`src/rtl/ipu_pkg.sv`:
```
package ipu_pkg;

    localparam int          PRIO_W    = 8;
    localparam logic [7:0]  PRIO_NONE = 8'hFF;

    typedef enum logic [1:0] {
        OP_SET_CPPR = 2'd0,
        OP_SET_IPI  = 2'd1,
        OP_ACCEPT   = 2'd2,
        OP_EOI      = 2'd3
    } cpu_op_e;

    // An offer wins if it beats the processor level and any held interrupt.
    function automatic logic offer_wins(input logic [PRIO_W-1:0] prio,
                                        input logic [PRIO_W-1:0] cppr,
                                        input logic              busy,
                                        input logic [PRIO_W-1:0] held_prio);
        return (prio < cppr) && !(busy && (held_prio <= prio));
    endfunction

    // The IPI wins if its level beats the processor level and the held level.
    function automatic logic ipi_wins(input logic [PRIO_W-1:0] req,
                                      input logic [PRIO_W-1:0] cppr,
                                      input logic [PRIO_W-1:0] held_prio);
        return (req < cppr) && (req < held_prio);
    endfunction

endpackage

```
`src/rtl/ipu_offer_eval.sv`:
```
module ipu_offer_eval
    import ipu_pkg::*;
(
    input  logic [PRIO_W-1:0] offer_prio,
    input  logic [PRIO_W-1:0] cppr,
    input  logic              busy,
    input  logic [PRIO_W-1:0] held_prio,
    output logic              take
);
    always_comb take = offer_wins(offer_prio, cppr, busy, held_prio);
endmodule

```
`src/rtl/ipu_ipi_eval.sv`:
```
module ipu_ipi_eval
    import ipu_pkg::*;
(
    input  logic [PRIO_W-1:0] req_prio,
    input  logic [PRIO_W-1:0] cppr,
    input  logic [PRIO_W-1:0] held_prio,
    output logic              fire
);
    always_comb fire = ipi_wins(req_prio, cppr, held_prio);
endmodule

```
`src/rtl/irq_present_unit.sv`:
```
module irq_present_unit
    import ipu_pkg::*;
#(
    parameter int SRC_W   = 24,
    parameter int OWN_W   = 2,
    parameter int IPI_NUM = 2
) (
    input  logic                      clk,
    input  logic                      rst,
    input  logic                      cpu_op_valid,
    input  logic [1:0]                cpu_op,
    input  logic [PRIO_W+SRC_W-1:0]   cpu_wdata,
    output logic                      acc_valid,
    output logic [PRIO_W+SRC_W-1:0]   acc_word,
    input  logic                      offer_valid,
    input  logic [SRC_W-1:0]          offer_num,
    input  logic [PRIO_W-1:0]         offer_prio,
    input  logic [OWN_W-1:0]          offer_owner,
    output logic                      offer_stall,
    output logic                      rej_valid,
    output logic [SRC_W-1:0]          rej_num,
    output logic [OWN_W-1:0]          rej_owner,
    output logic                      eoi_valid,
    output logic [SRC_W-1:0]          eoi_num,
    output logic                      resend_req,
    output logic                      irq_out
);
    localparam int               WORD_W = PRIO_W + SRC_W;
    localparam logic [SRC_W-1:0] IPI_ID = SRC_W'(IPI_NUM);

    typedef struct packed {
        logic [SRC_W-1:0]  num;
        logic [PRIO_W-1:0] prio;
        logic              own_vld;
        logic [OWN_W-1:0]  own;
    } slot_t;

    localparam slot_t SLOT_EMPTY = '{num: '0, prio: PRIO_NONE, own_vld: 1'b0, own: '0};

    cpu_op_e           op;
    slot_t             slot_q, slot_n;
    logic [PRIO_W-1:0] cppr_q, cppr_n;
    logic [PRIO_W-1:0] mfrr_q, mfrr_n;
    logic              irq_n;
    logic              busy;
    logic              take, fire;
    logic [PRIO_W-1:0] ipi_req, ipi_cppr;
    logic [PRIO_W-1:0] wr_low, wr_high;
    logic [SRC_W-1:0]  wr_num;

    logic              rej_n, eoi_n, resend_n, acc_n;
    logic [SRC_W-1:0]  rej_num_n;
    logic [OWN_W-1:0]  rej_own_n;

    always_comb begin
        op      = cpu_op_e'(cpu_op);
        busy    = (slot_q.num != '0);
        wr_low  = cpu_wdata[PRIO_W-1:0];
        wr_high = cpu_wdata[WORD_W-1 -: PRIO_W];
        wr_num  = cpu_wdata[SRC_W-1:0];
        ipi_req = (op == OP_SET_IPI) ? wr_low : mfrr_q;
        case (op)
            OP_SET_IPI: ipi_cppr = cppr_q;
            OP_EOI:     ipi_cppr = wr_high;
            default:    ipi_cppr = wr_low;
        endcase
    end

    ipu_offer_eval u_offer (
        .offer_prio (offer_prio),
        .cppr       (cppr_q),
        .busy       (busy),
        .held_prio  (slot_q.prio),
        .take       (take)
    );

    ipu_ipi_eval u_ipi (
        .req_prio  (ipi_req),
        .cppr      (ipi_cppr),
        .held_prio (slot_q.prio),
        .fire      (fire)
    );

    assign offer_stall = cpu_op_valid;

    always_comb begin
        slot_n    = slot_q;
        cppr_n    = cppr_q;
        mfrr_n    = mfrr_q;
        irq_n     = irq_out;
        rej_n     = 1'b0;
        rej_num_n = slot_q.num;
        rej_own_n = slot_q.own;
        eoi_n     = 1'b0;
        resend_n  = 1'b0;
        acc_n     = 1'b0;

        if (cpu_op_valid) begin
            case (op)
                OP_SET_CPPR: begin
                    cppr_n = wr_low;
                    if (wr_low < cppr_q) begin
                        if (busy && (wr_low <= slot_q.prio)) begin
                            rej_n  = slot_q.own_vld;
                            slot_n = SLOT_EMPTY;
                            irq_n  = 1'b0;
                        end
                    end else if (wr_low > cppr_q) begin
                        resend_n = 1'b1;
                    end
                end
                OP_SET_IPI: begin
                    mfrr_n = wr_low;
                end
                OP_ACCEPT: begin
                    acc_n  = 1'b1;
                    cppr_n = slot_q.prio;
                    slot_n = SLOT_EMPTY;
                    irq_n  = 1'b0;
                end
                default: begin
                    cppr_n   = wr_high;
                    eoi_n    = (wr_num != IPI_ID);
                    resend_n = (wr_high > cppr_q);
                end
            endcase

            // The IPI is (re)checked on an IPI write or a loosened priority.
            if (fire && ((op == OP_SET_IPI) || resend_n)) begin
                rej_n  = busy && slot_q.own_vld;
                slot_n = '{num: IPI_ID, prio: ipi_req, own_vld: 1'b0, own: '0};
                irq_n  = 1'b1;
            end
        end else if (offer_valid && take) begin
            rej_n  = busy && slot_q.own_vld;
            slot_n = '{num: offer_num, prio: offer_prio, own_vld: 1'b1, own: offer_owner};
            irq_n  = 1'b1;
        end
    end

    always_ff @(posedge clk) begin
        if (rst) begin
            slot_q     <= SLOT_EMPTY;
            cppr_q     <= '0;
            mfrr_q     <= PRIO_NONE;
            irq_out    <= 1'b0;
            rej_valid  <= 1'b0;
            rej_num    <= '0;
            rej_owner  <= '0;
            eoi_valid  <= 1'b0;
            eoi_num    <= '0;
            resend_req <= 1'b0;
            acc_valid  <= 1'b0;
            acc_word   <= '0;
        end else begin
            slot_q     <= slot_n;
            cppr_q     <= cppr_n;
            mfrr_q     <= mfrr_n;
            irq_out    <= irq_n;
            rej_valid  <= rej_n;
            rej_num    <= rej_num_n;
            rej_owner  <= rej_own_n;
            eoi_valid  <= eoi_n;
            eoi_num    <= wr_num;
            resend_req <= resend_n;
            acc_valid  <= acc_n;
            acc_word   <= acc_n ? {cppr_q, slot_q.num} : acc_word;
        end
    end

    // Plain views of state for the bound checker.
    logic [PRIO_W-1:0] held_prio_view;
    logic [SRC_W-1:0]  held_num_view;
    assign held_prio_view = slot_q.prio;
    assign held_num_view  = slot_q.num;

endmodule

```
`config.mk`:
```
export PLATFORM = sky130hd
export DESIGN_NAME = irq_present_unit
export DESIGN_NICKNAME = d
export VERILOG_FILES = /design/src/rtl/ipu_pkg.sv /design/src/rtl/ipu_offer_eval.sv /design/src/rtl/ipu_ipi_eval.sv /design/src/rtl/irq_present_unit.sv
export SDC_FILE = /design/constraint.sdc
export NUM_CORES = 1
export LEC_CHECK = 0
export ABC_CLOCK_PERIOD_IN_PS = 3100
export BUFFER_PORTS_ARGS = -buffer_cell sky130_fd_sc_hd__buf_2
export CAP_MARGIN = 20
export CELL_PAD_IN_SITES_DETAIL_PLACEMENT = 1
export CELL_PAD_IN_SITES_GLOBAL_PLACEMENT = 2
export CORE_AREA = 3 3 154 156
export DETAILED_ROUTE_END_ITERATION = 7
export DIE_AREA = 0 0 157 159
export HOLD_SLACK_MARGIN = 0.15
export PLACE_DENSITY = 0.75
export SYNTH_ARGS = -nofsm -noshare
export SYNTH_HDL_FRONTEND = slang
export SYNTH_SLANG_ARGS = --single-unit
```
`constraint.sdc`:
```
create_clock -name clk -period 3.1 [get_ports clk]
set_input_delay 0 -clock clk [delete_from_list [all_inputs] [get_ports clk]]
set_output_delay 0 -clock clk [all_outputs]
set_load 0.01 [all_outputs]
```
# Yosys cells after proc, flatten, opt, wreduce, memory -nomap -nowiden
# Cells that the tools add are included.
[word_totals]
reg_bits = 138
inputBits = 72
output_inout_bits = 88
elab_cells = 76
[classes]
order_cmp = 8
eq_ne = 7
n_mux = 27
n_bitwise = 2
n_reduce_logical = 17
[ops]
columns = ["operator", "n"]
rows = [
  ["35-bit two-way mux", 5],
  ["35-bit case mux with 2 select lines", 1],
  ["8-bit < comparator", 4],
  ["24-bit by 2-bit != test with 1-bit output (second input constant)", 1],
  ["8-bit case mux with 3 select lines", 1],
  ["24-bit nonzero test", 1],
  ["8-bit greater-than comparator", 2],
  ["8-bit <= comparator", 2],
  ["1-bit two-way mux", 16],
  ["8-bit case mux with 2 select lines", 1],
  ["8-bit two-way mux", 1],
  ["4-bit != test (second input constant)", 2],
  ["1-bit logical AND", 7],
  ["5-bit OR reduction", 1],
  ["2-bit == test (second input constant)", 2],
  ["4-bit by 1-bit != test with 1-bit output (second input constant)", 1],
  ["1-bit case mux with 2 select lines", 2],
  ["4-bit AND reduction", 1],
  ["2-bit OR reduction", 2],
  ["2-bit by 1-bit == test with 1-bit output (second input constant)", 1],
  ["2-bit zero test", 1],
  ["1-bit inverter", 2],
  ["2-bit AND reduction", 1],
  ["2-bit nonzero test", 1],
  ["other kinds (2)", 2],
]

# Longest topological paths before layout
# Gate-level depths: netlist (run 1).
[logic_depth]
depth_word = 9
mapped_depth = 16
mapped_depth_nobuf = 13

# Modules after synthesis
# A second synthesis (run 1) with hierarchy kept.
[hier_totals]
hier_cells = 707
hier_area_um2 = 6394.9
[modules_own_cells]
columns = ["mod", "instances", "cells_each", "area_per_inst_um2", "seq_area_each_um2"]
rows = [
  ["irq_present_unit", 1, 607, 5645.4, 2762.6],
  ["ipu_offer_eval", 1, 53, 390.4, 0.0],
  ["ipu_ipi_eval", 1, 47, 359.1, 0.0],
]

# Worst setup path after synthesis (run 1)
# No wires, ideal clock.
[synth_timing]
path_kind = "input to register"
start = "input cpu_op[1]"
end = "register slot_q (netlist bit held_num_view[10])"
setup_ns = 0.117
t_arrival_ns = 3.159
required_time_ns = 2.983
slack_ns = -0.175
path_stages = 16
n_path_buf = 3
path_cell_list = "inv_1 -> ha_1 -> buf_2 -> buf_1 -> nor2b_1 -> o21ai_0 -> o21ai_0 -> ha_1 -> a211oi_2 -> nor3_1 -> or4_4 -> a221oi_4 -> o311ai_4 -> a22o_4 -> buf_6 -> a22o_1"
[synth_between]
elab_chain_cells = 8
elab_cells_between_ends = 21
classes_between = "order compare: 2; eq/ne: 6; mux: 7; reduce/logical: 6"
[synth_lines]
columns = ["element", "line_no", "rtl"]
rows = [
  ["from (decl)", "irq_present_unit.sv:11", "input logic [1:0] cpu_op,"],
  ["parallel branches: the longest is 8 deep, another holds 8-bit < comparator", "n/a", ""],
  ["to (signal assigned)", "irq_present_unit.sv:156", "slot_q <= slot_n;"],
  ["to (decl)", "irq_present_unit.sv:41", "slot_t slot_q, slot_n;"],
]
# Parallel ways; which one is timed is not known. The select of a mux whose other input is x is not followed.
# A chain may end at the register's enable or synchronous reset.

# Final worst setup path (run 1)
[layout_timing]
start = "input cpu_wdata[26]"
end = "register slot_q (netlist bit held_num_view[7])"
[layout_between]
elab_chain_cells = 7
elab_cells_between_ends = 14
classes_between = "order compare: 2; eq/ne: 3; mux: 5; reduce/logical: 4"
[layout_lines]
columns = ["element", "line_no", "rtl"]
rows = [
  ["from (decl)", "irq_present_unit.sv:12", "input logic [PRIO_W+SRC_W-1:0] cpu_wdata,"],
  ["8-bit greater-than comparator", "irq_present_unit.sv:124", "resend_n = (wr_high > cppr_q);"],
  ["1-bit case mux with 2 select lines", "irq_present_unit.sv:99", "case (op)"],
  ["1-bit two-way mux", "irq_present_unit.sv:98", "if (cpu_op_valid) begin"],
  ["1-bit logical OR", "irq_present_unit.sv:129", "if (fire && ((op == OP_SET_IPI) || resend_n)) begin"],
  ["1-bit logical AND *", "irq_present_unit.sv:129", ""],
  ["4-bit by 1-bit != test with 1-bit output (no source line) (tied with other cells)", "n/a", ""],
  ["4-bit AND reduction (no source line) / 35-bit two-way mux (equally long branches)", "n/a", ""],
]
# Mark *: on every way between the ends. The rest lies on a longest branch, timed or not. The select of a mux whose other input is x is not followed.

==> results of run 1 <==
==> sequential cells by signal, summed over array words and instances (netlist names) <==
signal	flops
rej_own_n	2
slot_q	1
eoi_num	24
acc_valid	1
acc_word	32
rej_valid	1
mfrr_q	8
held_prio_view	8
irq_out	1
cppr_q	8
rej_owner	2
rej_num	24
eoi_valid	1
held_num_view	24
resend_req	1
==> power breakdown <==
part / leakage, nW / switching [mW] / internal (mW) / total, mW
combinational: 2.70 / 0.479 / 0.418 / 0.897
sequential: 1.13 / 0.0638 / 1.86 / 1.92
clock: 0.291 / 0.927 / 1.15 / 2.08
total: 4.12 / 1.47 / 3.42 / 4.89
==> logic make-up (layout without fill, tap and decap cells) <==
kind of cell	Yosys count	count (layout)	share of synthesized area (%)
and+or+nand+nor	231	231	18.6
DFF	138	138	44.4
muxes	9	9	1.61
adders and majority gates	59	59	11.9
buffers and inverters	65	358	4.38
AOI/OAI and AO/OA	175	175	19.2
==> worst min-delay path by stage <==
stage	to	slack (ns)
after floorplan	rej_owner[1]	0.08
after global placement	held_num_view[4]	0.21
after detailed placement	held_num_view[3]	0.21
after CTS	eoi_valid	0.16
after global routing	eoi_valid	0.17
final	eoi_valid	0.17
==> per-stage QoR <==
step	cells	cell area (um^2)	util (%)	setup WS (ns)
floorplan	677	6230	-	0.00387
detailed placement	1130	7550	33.6	-0.260
global route	1255	9090	40.4	0.000969
CTS	1255	9080	40.4	0.114
finish	1255	9090	40.4	0.188
global placement	1130	7550	33.6	-0.121
==> cell type report <==
cell class,count,area share (%)
Multi-Input combinational cell,474,35.3
Clock inverter,15,1.87
Inverter,32,1.32
Tap cell,285,3.92
Timing Repair Buffer,294,22.5
Sequential cell,138,30.4
Clock buffer,17,4.68
==> cells in the final DEF (no fill, tap or decap), types with 3 or more instances in the layout <==
| cell type | instances |
|---|---|
| mux2_2 | 8 |
| inv_6 | 6 |
| o211ai_1 | 7 |
| a22o_1 | 26 |
| a22oi_1 | 14 |
| dlygate4sd3_1 | 93 |
| o21ai_1 | 3 |
| nand4_1 | 11 |
| inv_8 | 3 |
| inv_1 | 31 |
| nand3_1 | 6 |
| buf_2 | 158 |
| nor2_1 | 18 |
| ha_1 | 57 |
| nand2_1 | 101 |
| a21o_1 | 6 |
| nor4_1 | 13 |
| nor2b_1 | 60 |
| clkbuf_16 | 17 |
| or2_2 | 8 |
| a211oi_1 | 3 |
| a31oi_1 | 7 |
| buf_4 | 43 |
| a21oi_1 | 45 |
| dfxtp_1 | 137 |
| and4_1 | 3 |
| o21ai_0 | 41 |
==> what timing repair did <==
item	CTS	global route
gates resized for setup	0	7
hold endpoints to repair	79	0
hold buffers	93	0
setup endpoints to repair	0	36
==> worst max-delay path: cells and delay by family <==
kind                     cells  cell delay [ns]
AO/OA/AOI/OAI                7             1.58
adder cells (fa/ha/maj)      1             0.31
buffers and inverters        2             0.70
AND/OR/NAND/NOR              3             0.62
==> routing by layer <==
metal	wire length [um]	GRT usage [%]	part of all wire, %	vias up
li1	-	-	-	2961
met3	836	2.91	3.6	27
met5	0	0	0	-
met1	11100	25.3	48	2840
met2	10700	30.8	46	148
met4	417	5.37	1.8	0
==> results.py, run 1 <==
metrics = {
    "synth": {
        "yosysSeqAreaShare_pct": 44.4,
        "synth_area_leaders": "dfxtp_1 44%, ha_1 12%, nor2b_1 6.1%",
        "async_reset_ff_share_pct": 0,
        "synth_area_um2": 6220,
        "ys.flop_type": "dfxtp_1",
        "syn_avg_cell_area_um2": 9.19,
        "synth.most_common_cell": "dfxtp_1",
        "syn_inst": 677,
        "synth_common_cells": "138 x dfxtp_1, 101 x nand2_1, 61 x nor2b_1",
        "synth_edf_count": 0,
        "yosysWarnings": 0,
        "netlist-cell-type-count": 55,
        "ys_ff_latch": 138,
        "synth_area_leader_cell": "dfxtp_1",
        "syn_nets": 808,
        "yosys.area.top_type_share_pct": 44.4,
    },
    "worst_hold_path": {
        "hp-start": "cpu_op[0]",
        "holdPathStages": 5,
        "hold_class": "input port to flop",
    },
    "sta": {
        "clock-skew-final_ns": 0.0120,
        "report.final.setup_viol": 0,
        "max_freq_mhz": 343,
        "setup_tns_ns": 0,
        "min_period_ns": 2.91,
        "rsz0062_at_grt": "false",
        "slew_headroom_pct": 62.8,
        "tightest_slew_ns": 0.557,
        "slew_violations": 0,
        "hold_violations": 0,
        "whs_ns": 0.169,
        "fin_crit_sh_pct": 93.9,
    },
    "floorplan": {
        "die-width_um": 157,
        "die_h_um": 159,
        "coreArea_um2": 22500,
        "start_util_pct": 27.7,
        "io_pins": 160,
        "die_area_um2": 25000,
        "rows": 55,
    },
    "layout": {
        "nets": 1088,
        "layout-drive-gt1-share_pct": 27.1,
        "syn2layout_area_growth_pct": 46.1,
        "diodes": 0,
        "fillers": 2617,
        "ff_latch_area_um2": 2760,
        "multiInputGateArea_um2": 3210,
    },
    "pwr": {
        "totalPowerFinal_mw": 4.89,
        "power.density_nw_per_um2": 538,
        "peakVddDrop_v": 0.000264,
        "p_leak_nw": 4.12,
    },
    "critical_path": {
        "critical_path.endpoint": "held_num_view[7]",
        "worst-r2r-setup-slack_ns": 0.21,
        "critPathRequiredTime_ns": 3.41,
        "cp_data_arrival_time_ns": 3.22,
        "end_kind": "flop",
        "critPathLaunch": "cpu_wdata[26]",
        "path_max_fanout": 33,
        "start_kind": "input port",
        "reg2reg_from": "cppr_q[1]",
        "rr_worst_depth": 11,
        "path_cells": "dlygate4sd3_1 -> buf_2 -> nor2b_1 -> o21ai_0 -> o21ai_1 -> ha_1 -> a211oi_2 -> nor3_1 -> or4_4 -> a221oi_4 -> o311ai_4 -> a22o_4 -> a22o_1",
        "critPathSlowestCell": "dlygate4sd3_1",
        "crit_type": "input port to flop",
        "r2r_end": "held_num_view[7]",
        "slowest_delay_ns": 0.54,
    },
    "global_routing": {
        "antenna_found_initial": 0,
        "grt_pass1_vias": 6271,
        "grt_max_degree": 53,
        "grt_pass1_wl_um": 36100,
        "grt_usage_pct": 18.7,
        "grt_overflow": 0,
    },
    "run_status": {
        "status": "finished clean",
    },
    "run": {
        "max-cap-violations": 0,
    },
    "cts": {
        "clk_pin_slew_ns": 0.07,
        "numCtsBuffers": 17,
        "cts_tree": "yes",
        "post_cts_buffers": 0,
        "clk_path_buf_depth": 2,
        "insertion_delay_ns": 0.43,
        "cts-root-buf": "clkbuf_16",
        "cts_htree_levels": 4,
        "clock_sinks": 138,
    },
    "routing": {
        "routed_via_density": 4.76,
        "vias": 5976,
        "wire_per_inst_um": 18.4,
        "drtIter0Drc": 242,
        "drc": 0,
        "antenna_left": 0,
        "firstDrtPassIters": 5,
        "routed_wl_um": 23100,
    },
    "placed_design": {
        "port_buffers": 159,
        "dp_hpwl_um": 16700,
        "gp_congestion": 0.856,
    },
}
(Power assumes the default switching activity.)
==> inputs of run 2 (changes only) <==
--- a/config.mk
+++ b/config.mk
@@ -10,11 +10,14 @@
 export CAP_MARGIN = 20
 export CELL_PAD_IN_SITES_DETAIL_PLACEMENT = 1
 export CELL_PAD_IN_SITES_GLOBAL_PLACEMENT = 2
-export CORE_AREA = 3 3 154 156
+export CORE_AREA = 3 3 153 155
+export CTS_BUF_LIST = sky130_fd_sc_hd__clkbuf_8 sky130_fd_sc_hd__clkbuf_16
 export DETAILED_ROUTE_END_ITERATION = 7
-export DIE_AREA = 0 0 157 159
+export DIE_AREA = 0 0 156 158
 export HOLD_SLACK_MARGIN = 0.15
-export PLACE_DENSITY = 0.75
+export PLACE_DENSITY = 0.77
 export SYNTH_ARGS = -nofsm -noshare
 export SYNTH_HDL_FRONTEND = slang
+export SYNTH_HIERARCHICAL = 1
 export SYNTH_SLANG_ARGS = --single-unit
+export TNS_END_PERCENT = 20
==> results.py, run 2 <==
metrics = {
    "placed_design": {
        "dp_hpwl_um": 17100,
        "port_buffers": 159,
        "place_area_um2": 7850,
        "pre_cts_slack_ns": -0.199,
        "gp_congestion": 0.841,
    },
    "synth": {
        "yosysSeqAreaShare_pct": 43.2,
        "async_reset_ff_share_pct": 0,
        "synth_edf_count": 0,
        "netlist-cell-type-count": 54,
        "syn_inst": 707,
        "yosysWarnings": 6,
        "synth_common_cells": "138 x dfxtp_1, 110 x nand2_1, 58 x ha_1",
        "syn_nets": 837,
        "synth_area_leader_cell": "dfxtp_1",
        "ys.flop_type": "dfxtp_1",
        "syn_avg_cell_area_um2": 9.05,
        "ys_ff_latch": 138,
        "synth_area_leaders": "dfxtp_1 43%, ha_1 11%, nand2_1 6.5%",
        "yosys.area.top_type_share_pct": 43.2,
        "synth.most_common_cell": "dfxtp_1",
        "synth_area_um2": 6390,
    },
    "critical_path": {
        "worst-r2r-setup-slack_ns": 0.11,
        "crit_type": "flop to flop",
        "path_buf_inv": 1,
        "cp_data_arrival_time_ns": 3.29,
        "critical-path-top-delay-family": "compound AO/OA/AOI/OAI gates",
        "critPathSlowestCell": "dfxtp_1",
        "start_kind": "flop",
        "path_cells": "mux2_2 -> ha_1 -> and3_4 -> a211o_1 -> a221o_1 -> a311oi_2 -> nor2_1 -> a41oi_2 -> nand2_1 -> buf_12 -> a32o_1",
        "end_kind": "flop",
        "path_max_fanout": 28,
        "critPathRequiredTime_ns": 3.40,
        "slowest_delay_ns": 0.33,
    },
    "run": {
        "max-cap-violations": 0,
    },
    "layout": {
        "largest_reg_flops": 32,
        "top_register": "acc_word",
        "utilization_pct": 43.0,
        "layout-drive-gt1-share_pct": 29.7,
        "diodes": 0,
        "fin_area_um2": 9440,
        "final_common_cell": "buf_2",
        "nets": 1123,
        "fillers": 2524,
        "mostFrequentLayoutCells": "158 x buf_2, 136 x dfxtp_1, 107 x nand2_1, 78 x dlygate4sd3_1, 60 x buf_4",
        "syn2layout_area_growth_pct": 47.7,
    },
    "worst_hold_path": {
        "hold_class": "input port to flop",
    },
    "pwr": {
        "combPwrFrac_pct": 20.9,
        "p_leak_nw": 4.28,
        "p_int_mw": 3.60,
        "p_sw_mw": 1.51,
        "totalPowerFinal_mw": 5.11,
        "peakVddDrop_v": 0.000255,
        "p_sw_share_pct": 29.6,
        "seq_power_share_pct": 37.3,
        "power.density_nw_per_um2": 541,
        "p_clk_share_pct": 41.7,
    },
    "cts": {
        "cts_tree": "yes",
        "clk_pin_slew_ns": 0.06,
        "clk_path_buf_depth": 2,
        "cts_htree_levels": 4,
        "insertion_delay_ns": 0.42,
        "numCtsBuffers": 17,
        "cts-root-buf": "clkbuf_16",
        "clock_sinks": 138,
    },
    "routing": {
        "firstDrtPassIters": 4,
        "wire_per_inst_um": 18.7,
        "drtIter0Drc": 349,
        "antenna_left": 0,
        "vias": 6262,
        "routed_via_density": 4.87,
        "drc": 0,
        "routed_wl_um": 24100,
    },
    "floorplan": {
        "die_area_um2": 24600,
        "rows": 54,
        "die-width_um": 156,
        "io_pins": 160,
        "die_h_um": 158,
        "start_util_pct": 29.1,
        "coreArea_um2": 22000,
    },
    "sta": {
        "hold_violations": 0,
        "slew_violations": 0,
        "slew_headroom_pct": 38.4,
        "max_freq_mhz": 335,
        "tightest_slew_ns": 0.923,
        "min_period_ns": 2.99,
        "fin_crit_sh_pct": 96.3,
        "rsz0062_at_grt": "true",
        "fin_ws_ns": 0.114,
        "clock-skew-final_ns": 0.00677,
        "report.final.setup_viol": 0,
    },
    "run_status": {
        "status": "finished clean",
    },
    "global_routing": {
        "grt_pass1_vias": 6521,
        "grt_pass1_wl_um": 36500,
        "grt_max_degree": 43,
        "antenna_found_initial": 0,
        "grt_overflow": 0,
        "grt_usage_pct": 19.1,
    },
}
run 2: cell types whose count changed in the layout (fill, tap and decap cells not counted), sizes merged, moves of 5 or more:
cell         before  now
nand2           101  111
a311oi            1    8
a22o             27    0
dlygate4sd3      93   78
a211oi            5   10
nor2b            61   53
a21oi            45   56
buf             201  224
inv              40   57
o21a              1    8
o21ai            44   19
a32o              0   25
run 2: path summary, 6_finish.rpt:
path / depth (start not counted) / startpoint / end
setup / recovery: 11 / mfrr_q[6] / held_num_view[23]
hold / removal: 5 / offer_valid / held_num_view[1]
setup reg to reg: 11 / mfrr_q[6] / held_num_view[23]
hold reg to reg: 2 / acc_word[8] / acc_word[8]
run 2: cell type report:
type                       instances  area [um^2]  area share [%]
clock buffer                      18          439            4.65
clock inverter                    14          180            1.91
inverter                          51          191            2.03
multi-input combinational        483         3400            36.0
sequential                       138         2770            29.3
tap                              280          350            3.71
timing repair buffer             302         2120            22.4
run 2: metal layers:
metal,wire length (um),vias to the layer above,GRT usage (%)
met5,0,-,0
met2,11900,147,33.1
li1,-,3084,-
met4,323,0,5.42
met3,1060,21,3.80
met1,10800,3010,24.1
run 2: logic make-up after synthesis:
family / after synthesis / synth area share [%]
flops: 138 / 43.2
fa+ha+maj: 58 / 11.3
buf+inv: 89 / 5.58
mux: 8 / 1.41
simple gates: 242 / 19.3
compound gates: 172 / 19.2
run 2: worst reg2reg max path, cell delays in order (launching register included):
cell and delay [ns]:
dfxtp_1 0.33, mux2_2 0.29, ha_1 0.29, and3_4 0.18, a211o_1 0.29, a221o_1 0.29
a311oi_2 0.29, nor2_1 0.09, a41oi_2 0.23, nand2_1 0.13, buf_12 0.18, a32o_1 0.28
run 2: what timing repair did:
| action | 4_1_cts | 5_1_grt |
|---|---|---|
| hold buffers | 78 | 0 |
| hold endpoints to repair | 90 | 0 |
| cloned | 2 | 1 |
| pin swaps | 20 | 12 |
| buffers inserted | 5 | 2 |
| gates resized for setup | 15 | 9 |
| endpoints found under the setup margin | 36 | 36 |
run 2: power by group through the flow:
stage | Sequential, mW | Combinational (mW) | Clock [mW]
finish | 1.91 | 1.07 | 2.13
global route | 1.91 | 1.18 | 2.27
CTS | 1.91 | 1.04 | 2.19
detailed placement | 1.94 | 0.912 | 0
global placement | 1.94 | 0.898 | 0
floorplan | 1.95 | 0.485 | 0
run 2: through the flow:
| step | setup TNS, ns | hold slack (ns) | cells |
|---|---|---|---|
| after floorplan | 0 | 0.0831 | 707 |
| after global placement | -4.16 | 0.213 | 1166 |
| after detailed placement | -6.13 | 0.224 | 1166 |
| after CTS | 0 | 0.158 | 1283 |
| after global routing | -1.72 | 0.213 | 1286 |
| final | 0 | 0.174 | 1286 |
==> inputs of run 3 (changes only) <==
--- a/config.mk
+++ b/config.mk
@@ -10,10 +10,10 @@
 export CAP_MARGIN = 20
 export CELL_PAD_IN_SITES_DETAIL_PLACEMENT = 1
 export CELL_PAD_IN_SITES_GLOBAL_PLACEMENT = 2
-export CORE_AREA = 3 3 153 155
+export CORE_AREA = 3 3 140 169
 export CTS_BUF_LIST = sky130_fd_sc_hd__clkbuf_8 sky130_fd_sc_hd__clkbuf_16
 export DETAILED_ROUTE_END_ITERATION = 7
-export DIE_AREA = 0 0 156 158
+export DIE_AREA = 0 0 143 172
 export HOLD_SLACK_MARGIN = 0.15
 export PLACE_DENSITY = 0.77
 export SYNTH_ARGS = -nofsm -noshare
==> results.py, run 3 (synthesis results as in run 2) <==
metrics = {
    "run_status": {
        "violations": "setup timing",
        "status": "complete, but fails checks",
    },
    "global_routing": {
        "grt_usage_pct": 19.5,
        "grt_pass1_wl_um": 37100,
        "antenna_found_initial": 0,
        "grt_pass1_vias": 6742,
        "grt_max_degree": 56,
        "grt_overflow": 0,
    },
    "routing": {
        "antenna_left": 0,
        "drc": 0,
        "vias": 6341,
        "wire_per_inst_um": 18.6,
        "drtIter0Drc": 212,
        "routed_wl_um": 23900,
        "routed_via_density": 4.94,
        "firstDrtPassIters": 7,
    },
    "sta": {
        "fin_crit_sh_pct": 102,
        "max_freq_mhz": 317,
        "fin_ws_ns": -0.0544,
        "min_period_ns": 3.15,
        "report.final.setup_viol": 33,
        "tightest_slew_ns": 0.868,
        "slew_headroom_pct": 42.1,
        "slew_violations": 0,
        "rsz0062_at_grt": "true",
        "hold_violations": 0,
        "clock-skew-final_ns": 0.0120,
    },
    "pwr": {
        "p_leak_nw": 4.24,
        "peakVddDrop_v": 0.000380,
        "power.density_nw_per_um2": 533,
    },
    "layout": {
        "largest_reg_flops": 32,
        "diodes": 0,
        "fin_area_um2": 9350,
        "mostFrequentLayoutCells": "158 x buf_2, 137 x dfxtp_1, 107 x nand2_1, 75 x dlygate4sd3_1, 65 x buf_4",
        "top_register": "acc_word",
        "syn2layout_area_growth_pct": 46.2,
        "final_common_cell": "buf_2",
        "nets": 1121,
        "layout-drive-gt1-share_pct": 29.7,
    },
    "critical_path": {
        "path_cells": "nor4_4 -> buf_4 -> nand4_1 -> nor2_2 -> inv_2 -> nand4_1 -> nor2_1 -> a221o_1 -> a2111oi_4 -> nand2_2 -> nand2_2 -> nand2_2 -> nor4_4 -> buf_4 -> a21oi_4 -> a32o_1",
        "path_max_fanout": 7,
        "critPathRequiredTime_ns": 3.41,
        "cp_data_arrival_time_ns": 3.46,
        "worst-r2r-setup-slack_ns": -0.05,
        "critPathSlowestCell": "dfxtp_2",
        "path_buf_inv": 3,
        "crit_type": "flop to flop",
        "start_kind": "flop",
        "critical-path-top-delay-family": "simple AND/OR/NAND/NOR gates",
        "end_kind": "flop",
        "crit_top_cell": "nand2_2",
        "slowest_delay_ns": 0.33,
    },
    "cts": {
        "cts_htree_levels": 4,
        "numCtsBuffers": 17,
        "cts-root-buf": "clkbuf_16",
        "clock_sinks": 138,
        "insertion_delay_ns": 0.43,
        "cts_tree": "yes",
        "clk_pin_slew_ns": 0.07,
        "clk_path_buf_depth": 2,
    },
    "run": {
        "max-cap-violations": 0,
    },
    "placed_design": {
        "pre_cts_slack_ns": -0.263,
        "dp_hpwl_um": 17200,
        "port_buffers": 159,
        "gp_congestion": 0.827,
        "place_area_um2": 7870,
    },
    "floorplan": {
        "die-width_um": 143,
        "die_h_um": 172,
        "io_pins": 160,
        "die_area_um2": 24600,
        "start_util_pct": 28.7,
        "coreArea_um2": 22300,
        "rows": 60,
    },
    "worst_hold_path": {
        "hold_class": "input port to flop",
    },
}
run 3: cell type report:
cell class	count	area, um^2
flip-flops and latches	138	2760
repair buffers	301	2090
clock buffers	17	425
fillers	2607	12900
inverters	51	191
multi-input cells	482	3360
well taps	279	349
clock inverters	15	171
run 3: worst paths after layout:
path,startpoint,to,cells after the start
setup / recovery,held_num_view[19],held_num_view[12],16
hold / removal,offer_valid,held_prio_view[2],6
setup reg to reg,held_num_view[19],held_num_view[12],16
hold reg to reg,acc_word[8],acc_word[8],2
run 3: per-stage QoR:
step	setup TNS (ns)	utilization, %	cells	hold slack (ns)	total power [mW]
after floorplan	0	-	707	0.0831	2.43
after CTS	-0.526	41.9	1283	0.224	5.03
after global placement	-7.96	35.3	1168	0.211	2.85
after detailed placement	-8.30	35.3	1168	0.216	2.87
after global routing	-7.49	41.9	1283	0.240	5.24
final	-0.743	41.9	1283	0.207	4.99
run 3: routing by layer:
layer	vias to the layer above	share of wire, %	track usage [%]
met5	-	0	0
met4	0	2.3	6.66
met3	34	4.4	3.21
met2	182	52	35.5
met1	3051	42	23.0
li1	3074	-	-
run 3: power breakdown:
part / switching (mW) / internal [mW] / total (mW)
Clock: 0.938 / 1.09 / 2.02
Sequential: 0.0542 / 1.85 / 1.90
Combinational: 0.564 / 0.493 / 1.06
Total: 1.56 / 3.43 / 4.99
run 3: worst reg2reg max path, delay by kind of cell, from the launching register on:
family	cells	cell delay [ns]
compound gates	4	0.95
buf+inv	3	0.42
flops	1	0.33
simple gates	9	1.35
run 3: timing repair:
item,in CTS,in global routing
hold buffers,75,0
gates cloned,2,0
endpoints found under the hold margin,107,0
resized for setup,17,4
pin swaps,35,2
setup endpoints to repair,36,36
setup buffers,6,0
